`src/rtl/pt_walker_pkg.sv`:
```
package pt_walker_pkg;

  typedef enum logic [2:0] {
    ST_IDLE  = 3'd0,
    ST_ISSUE = 3'd1,
    ST_WAIT  = 3'd2,
    ST_DONE  = 3'd3,
    ST_FAULT = 3'd4
  } walk_state_e;

  function automatic int unsigned lvl_width(input int unsigned levels);
    return (levels > 1) ? $clog2(levels) : 1;
  endfunction

endpackage

```
`src/rtl/pt_walker_idx_sel.sv`:
```
module pt_walker_idx_sel #(
  parameter int unsigned LEVELS = 2,
  parameter int unsigned IDX_W  = 4,
  parameter int unsigned OFF_W  = 8,
  parameter int unsigned VA_W   = OFF_W + LEVELS * IDX_W,
  parameter int unsigned LVL_W  = 1
) (
  input  logic [VA_W-1:0]  vaddr,
  input  logic [LVL_W-1:0] level,
  output logic [IDX_W-1:0] idx
);

  logic [IDX_W-1:0] field [LEVELS];

  // level 0 takes the most significant slice of the page number
  for (genvar l = 0; l < LEVELS; l++) begin : g_field
    assign field[l] = vaddr[OFF_W + (LEVELS - 1 - l) * IDX_W +: IDX_W];
  end

  always_comb begin
    idx = '0;
    for (int l = 0; l < LEVELS; l++) begin
      if (level == LVL_W'(l)) idx = field[l];
    end
  end

endmodule

```
`src/rtl/pt_walker_addr_gen.sv`:
```
module pt_walker_addr_gen #(
  parameter int unsigned PPN_W     = 8,
  parameter int unsigned OFF_W     = 8,
  parameter int unsigned IDX_W     = 4,
  parameter int unsigned PTE_BYTES = 2,
  parameter int unsigned PA_W      = PPN_W + OFF_W
) (
  input  logic [PPN_W-1:0] base_ppn,
  input  logic [IDX_W-1:0] idx,
  output logic [PA_W-1:0]  addr
);

  localparam int unsigned SHIFT = (PTE_BYTES > 1) ? $clog2(PTE_BYTES) : 0;

  logic [PA_W-1:0] table_base;
  logic [PA_W-1:0] entry_off;

  assign table_base = {base_ppn, {OFF_W{1'b0}}};
  assign entry_off  = PA_W'(idx) << SHIFT;
  assign addr       = table_base + entry_off;

endmodule

```
`src/rtl/pt_walker_fsm.sv`:
```
module pt_walker_fsm
  import pt_walker_pkg::*;
#(
  parameter int unsigned LEVELS = 2,
  parameter int unsigned IDX_W  = 4,
  parameter int unsigned OFF_W  = 8,
  parameter int unsigned PPN_W  = 8,
  parameter int unsigned PTE_W  = 16,
  parameter int unsigned VA_W   = OFF_W + LEVELS * IDX_W,
  parameter int unsigned PA_W   = PPN_W + OFF_W,
  parameter int unsigned LVL_W  = 1
) (
  input  logic             clk,
  input  logic             rst_n,
  input  logic             req_valid,
  input  logic [VA_W-1:0]  req_vaddr,
  input  logic [PPN_W-1:0] req_root_ppn,
  output logic             req_ready,
  output logic             mem_req_valid,
  input  logic             mem_req_ready,
  input  logic             mem_rsp_valid,
  input  logic [PTE_W-1:0] mem_rsp_data,
  output logic [LVL_W-1:0] cur_level,
  output logic [PPN_W-1:0] cur_base,
  output logic [VA_W-1:0]  cur_vaddr,
  output logic             done,
  output logic             fault,
  output logic [LVL_W-1:0] fault_level,
  output logic [PA_W-1:0]  paddr
);

  localparam int unsigned VLD_BIT  = PTE_W - 1;
  localparam int unsigned LEAF_BIT = PTE_W - 2;

  walk_state_e      state_q, state_nx;
  logic [LVL_W-1:0] lvl_q;
  logic [PPN_W-1:0] base_q;
  logic [VA_W-1:0]  va_q;
  logic [PA_W-1:0]  pa_q;

  logic             pte_vld, pte_leaf, last_lvl;
  logic [PPN_W-1:0] pte_ppn;
  logic             unused_rsv;
  logic             accept_en, descend_en, finish_en;

  assign pte_vld    = mem_rsp_data[VLD_BIT];
  assign pte_leaf   = mem_rsp_data[LEAF_BIT];
  assign pte_ppn    = mem_rsp_data[PPN_W-1:0];
  assign unused_rsv = ^mem_rsp_data[LEAF_BIT-1:PPN_W];
  assign last_lvl   = (lvl_q == LVL_W'(LEVELS - 1));

  // clock enables for the datapath registers
  assign accept_en  = (state_q == ST_IDLE) && req_valid;
  assign descend_en = (state_q == ST_WAIT) && mem_rsp_valid && pte_vld &&
                      !pte_leaf && !last_lvl;
  assign finish_en  = (state_q == ST_WAIT) && mem_rsp_valid && pte_vld &&
                      pte_leaf && last_lvl;

  always_comb begin
    state_nx = state_q;
    unique case (state_q)
      ST_IDLE:  if (req_valid) state_nx = ST_ISSUE;
      ST_ISSUE: if (mem_req_ready) state_nx = ST_WAIT;
      ST_WAIT: begin
        if (mem_rsp_valid) begin
          if (!pte_vld)      state_nx = ST_FAULT;
          else if (pte_leaf) state_nx = last_lvl ? ST_DONE : ST_FAULT;
          else               state_nx = last_lvl ? ST_FAULT : ST_ISSUE;
        end
      end
      ST_DONE:  state_nx = ST_IDLE;
      ST_FAULT: state_nx = ST_IDLE;
      default:  state_nx = ST_IDLE;
    endcase
  end

  always_ff @(posedge clk or negedge rst_n) begin
    if (!rst_n) state_q <= ST_IDLE;
    else        state_q <= state_nx;
  end

  always_ff @(posedge clk or negedge rst_n) begin
    if (!rst_n) begin
      lvl_q  <= '0;
      base_q <= '0;
      va_q   <= '0;
    end else if (accept_en) begin
      lvl_q  <= '0;
      base_q <= req_root_ppn;
      va_q   <= req_vaddr;
    end else if (descend_en) begin
      lvl_q  <= lvl_q + LVL_W'(1);
      base_q <= pte_ppn;
    end
  end

  always_ff @(posedge clk or negedge rst_n) begin
    if (!rst_n)         pa_q <= '0;
    else if (finish_en) pa_q <= {pte_ppn, va_q[OFF_W-1:0]};
  end

  assign req_ready     = (state_q == ST_IDLE);
  assign mem_req_valid = (state_q == ST_ISSUE);
  assign done          = (state_q == ST_DONE);
  assign fault         = (state_q == ST_FAULT);
  assign fault_level   = lvl_q;
  assign paddr         = pa_q;
  assign cur_level     = lvl_q;
  assign cur_base      = base_q;
  assign cur_vaddr     = va_q;

endmodule

```
`src/rtl/pt_walker.sv`:
```
module pt_walker #(
  parameter int unsigned LEVELS = 2,
  parameter int unsigned IDX_W  = 4,
  parameter int unsigned OFF_W  = 8,
  parameter int unsigned PPN_W  = 8,
  parameter int unsigned PTE_W  = 16,
  localparam int unsigned VA_W  = OFF_W + LEVELS * IDX_W,
  localparam int unsigned PA_W  = PPN_W + OFF_W,
  localparam int unsigned LVL_W = pt_walker_pkg::lvl_width(LEVELS)
) (
  input  logic             clk,
  input  logic             rst_n,
  input  logic             req_valid,
  output logic             req_ready,
  input  logic [VA_W-1:0]  req_vaddr,
  input  logic [PPN_W-1:0] req_root_ppn,
  output logic             mem_req_valid,
  input  logic             mem_req_ready,
  output logic [PA_W-1:0]  mem_req_addr,
  input  logic             mem_rsp_valid,
  input  logic [PTE_W-1:0] mem_rsp_data,
  output logic             done,
  output logic             fault,
  output logic [LVL_W-1:0] fault_level,
  output logic [PA_W-1:0]  paddr
);

  localparam int unsigned PTE_BYTES = PTE_W / 8;

  logic [LVL_W-1:0] cur_level;
  logic [PPN_W-1:0] cur_base;
  logic [VA_W-1:0]  cur_vaddr;
  logic [IDX_W-1:0] cur_idx;

  pt_walker_fsm #(
    .LEVELS(LEVELS), .IDX_W(IDX_W), .OFF_W(OFF_W), .PPN_W(PPN_W),
    .PTE_W(PTE_W), .VA_W(VA_W), .PA_W(PA_W), .LVL_W(LVL_W)
  ) u_fsm (
    .clk          (clk),
    .rst_n        (rst_n),
    .req_valid    (req_valid),
    .req_vaddr    (req_vaddr),
    .req_root_ppn (req_root_ppn),
    .req_ready    (req_ready),
    .mem_req_valid(mem_req_valid),
    .mem_req_ready(mem_req_ready),
    .mem_rsp_valid(mem_rsp_valid),
    .mem_rsp_data (mem_rsp_data),
    .cur_level    (cur_level),
    .cur_base     (cur_base),
    .cur_vaddr    (cur_vaddr),
    .done         (done),
    .fault        (fault),
    .fault_level  (fault_level),
    .paddr        (paddr)
  );

  pt_walker_idx_sel #(
    .LEVELS(LEVELS), .IDX_W(IDX_W), .OFF_W(OFF_W), .VA_W(VA_W), .LVL_W(LVL_W)
  ) u_idx (
    .vaddr(cur_vaddr),
    .level(cur_level),
    .idx  (cur_idx)
  );

  pt_walker_addr_gen #(
    .PPN_W(PPN_W), .OFF_W(OFF_W), .IDX_W(IDX_W),
    .PTE_BYTES(PTE_BYTES), .PA_W(PA_W)
  ) u_addr (
    .base_ppn(cur_base),
    .idx     (cur_idx),
    .addr    (mem_req_addr)
  );

endmodule

```
`config.mk`:
```
export PLATFORM = sky130hd
export DESIGN_NAME = pt_walker
export DESIGN_NICKNAME = d
export VERILOG_FILES = /design/src/rtl/pt_walker_pkg.sv /design/src/rtl/pt_walker_idx_sel.sv /design/src/rtl/pt_walker_addr_gen.sv /design/src/rtl/pt_walker_fsm.sv /design/src/rtl/pt_walker.sv
export SDC_FILE = /design/constraint.sdc
export NUM_CORES = 1
export LEC_CHECK = 0
export BUFFER_PORTS_ARGS = -buffer_cell sky130_fd_sc_hd__buf_2
export CAP_MARGIN = 10
export CORE_UTILIZATION = 51
export DETAILED_ROUTE_END_ITERATION = 7
export HOLD_SLACK_MARGIN = 0.02
export PLACE_DENSITY = 0.95
export RECOVER_POWER = 100
export SYNTH_ARGS = -nofsm -noshare
export SYNTH_HDL_FRONTEND = slang
export SYNTH_SLANG_ARGS = --single-unit
```
`constraint.sdc`:
```
create_clock -name clk -period 4.4 [get_ports clk]
set_input_delay 0.88 -clock clk [delete_from_list [all_inputs] [get_ports clk]]
set_output_delay 0.88 -clock clk [all_outputs]
set_load 0.05 [all_outputs]
```
* Word-level counts from Yosys, hierarchy flattened
Cells that the tools add are included.
Storage, ports and cells: register bits 44, bits in latches 0, memory bits (writable) 0, memory bits (read-only) 0, bits of input ports 45, output and inout bits 37, word-level logic and storage cells 39, memories 0
Operators by class: $add $sub $neg 2, $mul 0, divide/modulo/power cells 0, magnitude comparators 0, equal/unequal tests 7, shift operators 0, mux-type cells 13, bitwise logic cells 0, reduce and logical (&&, ||, !) cells 12
Operator list (count):
- 3-bit two-way mux | 7
- 16-bit by 5-bit adder with 16-bit output | 1
- 8-bit two-way mux | 2
- 3-bit case mux with 3 select lines | 1
- 1-bit logical AND | 7
- 3-bit by 2-bit == test with 1-bit output (second input constant) | 2
- 4-bit two-way mux | 1
- 2-bit inequality test (second input constant) | 2
- 3-bit by 1-bit == test with 1-bit output (second input constant) | 1
- 3-bit == test (second input constant) | 1
- 3-bit logical NOT | 1
- 3-bit AND reduction | 1
- 1-bit logical NOT | 2
- 1-bit two-way mux | 2
- 2-bit by 1-bit inequality test with 1-bit output (second input constant) | 1
- 2-bit nonzero test | 1
- 1-bit adder (second input constant) | 1

* Logic depth before layout (Yosys ltp)
Gate-level depths: netlist of the first run.
depth in word-level cells 7, mapped depth 6, depth with buffers taken out 4

* Modules after synthesis
A second synthesis of the first run with hierarchy kept.
Unflattened totals: cells, all modules 199, area, all modules 2129.5 um^2
Modules (own cells, without submodules):
- pt_walker_fsm | times used 1, cells an instance 178, area an instance 1960.6 um^2, sequential area each 1101.1 um^2
- pt_walker_addr_gen | times used 1, cells an instance 17, area an instance 123.9 um^2, sequential area each 0.0 um^2
- pt_walker_idx_sel | times used 1, cells an instance 4, area an instance 45.0 um^2, sequential area each 0.0 um^2

* Worst setup path before layout of the first run
No wires, ideal clock.
kind register to output, start register u_fsm.state_q[0], end output mem_req_valid, data arrival time 1774 ps, data required time 3520 ps, setup slack 1746 ps, stages on the path, launching flop included 3, buffers on the path 1, path through dfrtp_1 > clkbuf_1 > nor3b_1
Between the ends: cells in the longest elaborated chain, start to end 1
Ends and longest elaborated chain:
- from (decl) | line pt_walker_fsm.sv:35 | walk_state_e state_q, state_nx;
- from (signal assigned) | line pt_walker_fsm.sv:79 | else state_q <= state_nx;
- 3-bit by 1-bit == test with 1-bit output | line pt_walker_fsm.sv:103 | assign mem_req_valid = (state_q == ST_ISSUE);
- to (decl) | line pt_walker.sv:17 | output logic mem_req_valid,
No other way between the ends.

* Worst setup path in the final report of the first run
start input req_valid, end register u_fsm.base_q[5] (netlist: u_fsm.cur_base[5])
Between the ends: cells in the longest elaborated chain, start to end 2, elaborated cells on any way between the ends 3, those cells by class 1 x mux; 2 x reduce/logical
Ends and longest elaborated chain:
- from (decl) | line pt_walker.sv:13 | input logic req_valid,
- 1-bit logical AND * | line pt_walker_fsm.sv:53 | assign accept_en = (state_q == ST_IDLE) && req_valid;
- 8-bit two-way mux / 2-bit nonzero test (equally long branches)
- to (signal assigned) | line pt_walker_fsm.sv:89 | base_q <= req_root_ppn;
- to (signal assigned) | line pt_walker_fsm.sv:93 | base_q <= pte_ppn;
- to (decl) | line pt_walker_fsm.sv:37 | logic [PPN_W-1:0] base_q;
Mark *: on every way between the ends. The rest lies on a longest branch, timed or not. A chain may end at the register's enable or synchronous reset.

==> results.yml, run 1 <==
status:
  status: "finished, violations left"
  violations: "max-capacitance violations, max-slew violations"
global_route:
  grt_max_degree: 45
  grt_pass1_vias: 1433
  overflow: 0
  grt_pass1_wl_um: 6780
  antenna_found_initial: 0
  grt_usage_pct: 21.6
floorplan:
  num_rows: 22
  die-width_um: 65.0
  fp.dieH_um: 65.0
  start_util_pct: 54.0
  ios: 82
  core_region_area_sq_um: 3740
  dieArea_sq_um: 4220
synth:
  synth_seq_cells: 44
  synth.area.top_cells: "dfrtp_1 (54%), nand2_1 (11%), mux2_4 (7.4%), mux2_2 (5.6%), nand4_1 (2.5%)"
  synth_top_cell_by_area: "dfrtp_1"
  synth_edf_count: 0
  synthCells: 188
  ys_seq_area_share_pct: 54.5
  yosysUniqueCellTypes: 28
  syn_avg_cell_area_sq_um: 10.8
  syn_area_sq_um: 2020
  ys.flop_type: "dfrtp_1"
  synth_top_area_share_pct: 54.5
  yosys_warnings: 0
  async_flop_share_pct: 100
sta:
  period_needed_ps: 2910
  tightest_slew_ps: 2300
  whs_ps: 471
  finalSetupTns_ps: 0
  slew_headroom_pct: -53.5
  setup_viol: 0
  fmax_mhz: 344
  fin_crit_sh_pct: 66.1
  final.setup_skew_ps: 5.72
  finalHoldViolCount: 0
  rsz0062_at_grt: "no"
  maxSlewViolCount: 57
clock_network:
  cts-htree-levels: 2
  cts.sinks: 44
  post-cts-setup-buffers: 0
  cts_tree: "done"
  cts_buffer_depth: 2
  hold_buffers: 0
  clk_pin_slew_ps: 80
  numCtsBuffers: 5
  cts_root_buf: "clkbuf_8"
  ctsResizeCount: 0
  worstSkewPairLatency_ps: 290
critical_path:
  worstRegToRegCells: 4
  crit_start: "req_valid"
  startpoint_type: "input pin"
  cp-endpoint: "u_fsm.cur_base[5]"
  cp.arrival_ps: 3130
  timing.rr.end: "u_fsm.cur_base[5]"
  worstPathRequired_ps: 4620
  crit_type: "in -> reg"
  ff2ff_setup_slack_ps: 1580
  cp_max_fo: 12
  cp-end-kind: "flop"
  r2r_start: "u_fsm.state_q[1]"
power_and_ir_drop:
  finalPower_mw: 1.70
  total_leakage_power_nw: 1.20
  power_density_nw_per_um2: 714
  ir_drop_v: 0.000388
detailed_routing:
  firstDrtPassIters: 5
  routed_wl_um: 4190
  vias: 1588
  viasPerCell: 5.24
  wl_per_cell_um: 13.8
  drtAntennaViolNets: 0
  drc_errors: 0
  initialDrtViolationCount: 106
finish:
  insertedDiodeCount: 0
  area_delta_synth_final_pct: 17.5
  final_nets: 300
  drive_gt1_share_pct: 20.8
  fin_area_sq_um: 2370
place:
  gp_congestion: 0.760
  port-buffer-count: 71
  dpl_cell_area_sq_um: 2370
  place_hpwl_um: 2940
job:
  timing.max_cap.violations: 2
worst_hold_path:
  holdCritPathClass: "reg -> reg"
-- flip-flops by register name, indices dropped and copies added (netlist names) --
| name | cells |
|---|---|
| u_fsm.paddr | 16 |
| u_fsm.cur_base | 8 |
| u_fsm.state_q | 3 |
| u_fsm.cur_level | 1 |
| u_fsm.cur_vaddr | 16 |
-- where the power goes --
group	switching, mW	internal [mW]	total (mW)
sequential	0.0972	0.541	0.638
clock	0.136	0.186	0.322
combinational	0.555	0.180	0.735
-- critical path, stage by stage --
cell and delay, ps:
clkbuf_1 100, nor4b_1 1430, clkbuf_1 510, nand2_1 110, o211ai_1 100
-- stage by stage --
| step | instances | utilization (%) | worst slack (ps) |
|---|---|---|---|
| 4_1_cts | 303 | 66.6 | 2030 |
| 3_5_place_dp | 295 | 63.3 | 1920 |
| 2_1_floorplan | 191 | - | 1750 |
| 6_report | 303 | 63.4 | 1490 |
| 5_1_grt | 303 | 63.4 | 1240 |
| 3_3_place_gp | 295 | 63.3 | 1990 |
-- cell usage after synthesis, types with 3 or more instances --
| cell | n |
|---|---|
| clkbuf_1 | 9 |
| buf_4 | 5 |
| nand4_1 | 8 |
| o211ai_1 | 5 |
| mux2_4 | 10 |
| nand2_1 | 59 |
| o21ai_0 | 3 |
| a31oi_1 | 4 |
| dfrtp_1 | 44 |
| nor2_1 | 7 |
| mux2_2 | 10 |
-- area by class of cell --
class,count,area (sq um)
clock buffers,6,82.6
well taps,48,60.1
flip-flops and latches,44,1100
inverters,2,7.51
repair buffers,72,313
multi-input cells,129,772
fillers,348,1370
clock inverters,2,38.8
-- placed cells by master (no fill, tap or decap), drive strengths merged --
master   Yosys  routed
ha           1       1
nor3b        2       2
bufinv       0       1
nor2         7       7
nor3         2       2
o21ai        3       3
nand4bb      2       2
buf          7      34
a31oi        4       4
mux2        20      20
conb         1       4
a21oi        2       2
nand2       59      59
nor4b        1       1
nand4        9       9
clkbuf       9      44
or3b         1       1
o211ai       5       5
and4bb       1       1
dfrtp       44      44
and3b        2       2
nand2b       1       1
a21boi       1       1
clkinv       0       1
or4b         1       1
o22a         1       1
inv          2       2
-- routing by layer --
metal | global-route usage, % | share of wire (%) | up-vias
li1 | - | - | 766
met1 | 28.7 | 44 | 752
met2 | 33.2 | 48 | 65
met3 | 7.04 | 7.0 | 5
met4 | 6.94 | 0.98 | 0
met5 | 0 | 0 | -
-- cell families after synthesis --
group,Yosys count,share of synthesized area [%]
flip-flops,44,54.5
multiplexers,20,13.0
buffers and inverters,18,5.01
adder cells (fa/ha/maj),1,0.619
AO/OA/AOI/OAI,16,5.14
other,1,0.185
AND/OR/NAND/NOR,88,21.6
-- worst min path at each step --
stage / slack, ps / cells past startpoint / startpoint / end
floorplan: 440 / 2 / u_fsm.cur_vaddr[10] / u_fsm.cur_vaddr[10]
global placement: 450 / 2 / u_fsm.cur_vaddr[11] / u_fsm.cur_vaddr[11]
detailed placement: 460 / 2 / u_fsm.cur_vaddr[1] / u_fsm.cur_vaddr[1]
CTS: 480 / 2 / u_fsm.cur_vaddr[8] / u_fsm.cur_vaddr[8]
global route: 490 / 2 / u_fsm.cur_vaddr[7] / u_fsm.cur_vaddr[7]
finish: 470 / 2 / u_fsm.cur_vaddr[7] / u_fsm.cur_vaddr[7]
Power figures use the tool's default switching activity.
==> run 2, diff against run 1 <==
- CORE_UTILIZATION: 51 -> 43
- PLACE_DENSITY: 0.95 -> 0.86
- clock period: 4.4 -> 2.6 ns (I/O delays scaled with it)
==> run 2 against run 1 <==
The flow finishes with violations (design-rule violations). Sequential share of layout area shrank 0.86 points. Design area increased by 1.9%. Sequential power increased by 71%. Non-clock buffer count rose by 3.
==> results.yml, run 2 (synthesis gave the netlist of run 1 again) <==
critical_path:
  cp_cell_sequence: "mux2_2 -> clkbuf_1"
  ff2ff_setup_slack_ps: 580
  cp-end-kind: "output pin"
  timing.rr.end: "u_fsm.paddr[7]"
  worstRegToRegCells: 3
  startpoint_type: "flop"
  crit_type: "reg -> out"
  slowest_stage: "dfrtp_1"
  worstPathRequired_ps: 2080
  cp.arrival_ps: 1560
  cp_max_fo: 10
  r2r_start: "u_fsm.state_q[1]"
  max_stage_delay_ps: 520
finish:
  fillers: 437
  finish.utilization_pct: 54.4
  fin_area_sq_um: 2420
  register_area_sq_um: 1100
  final_common_cell: "nand2_1"
  insertedDiodeCount: 0
  area_delta_synth_final_pct: 19.7
  final_nets: 303
  multiInputGateArea_sq_um: 797
  drive_gt1_share_pct: 24.4
  final_cell_mix: "nand2_1 (59), dfrtp_1 (44), buf_2 (38)"
detailed_routing:
  wl_per_cell_um: 14.2
  routed.top_layer: "met4"
  viasPerCell: 5.07
  drc_errors: 12
  wl_met1_um: 1920
  met3_length_um: 270
  routed_wl_um: 4400
  vias: 1571
  wl_met2_um: 2180
  drtAntennaViolNets: 0
  firstDrtPassIters: 6
  initialDrtViolationCount: 83
floorplan:
  core_region_area_sq_um: 4440
  dieArea_sq_um: 4980
  fp.dieH_um: 70.6
  die-width_um: 70.6
  num_rows: 24
  ios: 82
  start_util_pct: 45.5
clock_network:
  worstSkewPairLatency_ps: 290
  post-cts-setup-buffers: 0
  numCtsBuffers: 5
  cts-htree-levels: 2
  hold_buffers: 0
  cts_root_buf: "clkbuf_8"
  cts_buffer_depth: 2
  cts_tree: "done"
  cts.sinks: 44
  clk_pin_slew_ps: 80
  ctsResizeCount: 0
global_route:
  grt_usage_pct: 19.2
  antenna_found_initial: 0
  overflow: 0
  grt_max_degree: 45
  grt_pass1_vias: 1546
  grt_pass1_wl_um: 7420
sta:
  fin_crit_sh_pct: 80.1
  period_needed_ps: 2080
  slew_headroom_pct: 28.4
  setup_viol: 0
  maxSlewViolCount: 0
  final.setup_skew_ps: 6.77
  finalHoldViolCount: 0
  finalSetupTns_ps: 0
  rsz0062_at_grt: "no"
  fmax_mhz: 480
  tightest_slew_ps: 1070
worst_hold_path:
  hold_start: "req_vaddr[7]"
  hold_end: "u_fsm.cur_vaddr[7]"
  hold-path-cell-count: 3
  holdCritPathClass: "in -> reg"
power_and_ir_drop:
  power_density_nw_per_um2: 1190
  total_leakage_power_nw: 1.23
  ir_drop_v: 0.000502
status:
  status: "finished, violations left"
  violations: "design-rule violations"
place:
  dpl_cell_area_sq_um: 2400
  port-buffer-count: 71
  place_hpwl_um: 3050
  gp_congestion: 0.779
job:
  timing.max_cap.violations: 0
## run 2: stage by stage
stage / setup WS [ps] / power [mW] / cells / hold WS [ps]
global placement: 629 / 2.41 / 302 / 454
CTS: 565 / 2.97 / 310 / 303
detailed placement: 607 / 2.45 / 302 / 460
floorplan: 306 / 2.12 / 191 / 224
global route: 391 / 3.06 / 310 / 402
finish: 517 / 2.88 / 310 / 409
## run 2: worst max path at each step
stage | endpoint | start | depth (start not counted)
final | mem_req_addr[4] | u_fsm.cur_level | 2
after detailed placement | u_fsm.cur_base[2] | u_fsm.state_q[1] | 3
after CTS | mem_req_addr[4] | u_fsm.cur_level | 2
after global placement | u_fsm.cur_base[7] | req_valid | 4
after floorplan | mem_req_valid | u_fsm.state_q[0] | 2
after global routing | mem_req_addr[1] | u_fsm.cur_level | 2
## run 2: layout make-up
| type | instances | share of cell area, % |
|---|---|---|
| clock buffer | 5 | 2.84 |
| clock inverter | 3 | 1.76 |
| inverter | 2 | 0.310 |
| multi-input combinational | 129 | 32.9 |
| sequential | 44 | 45.5 |
| tap | 52 | 2.69 |
| timing repair buffer | 75 | 14.0 |
## run 2: power breakdown
group | switching, mW | internal (mW)
Sequential | 0.172 | 0.915
Combinational | 0.947 | 0.328
Clock | 0.234 | 0.284
Total | 1.35 | 1.53
## run 2: routing by layer
| layer | GRT usage [%] | vias to the layer above |
|---|---|---|
| met5 | 0 | - |
| met4 | 6.00 | 0 |
| met3 | 4.84 | 2 |
| met2 | 31.9 | 55 |
| met1 | 24.8 | 741 |
| li1 | - | 773 |
## run 2: worst max-delay path: cells and delay by family (launching register included)
| family | cells | cell delay, ps |
|---|---|---|
| DFF | 1 | 520 |
| buffers and inverters | 1 | 460 |
| muxes | 1 | 290 |
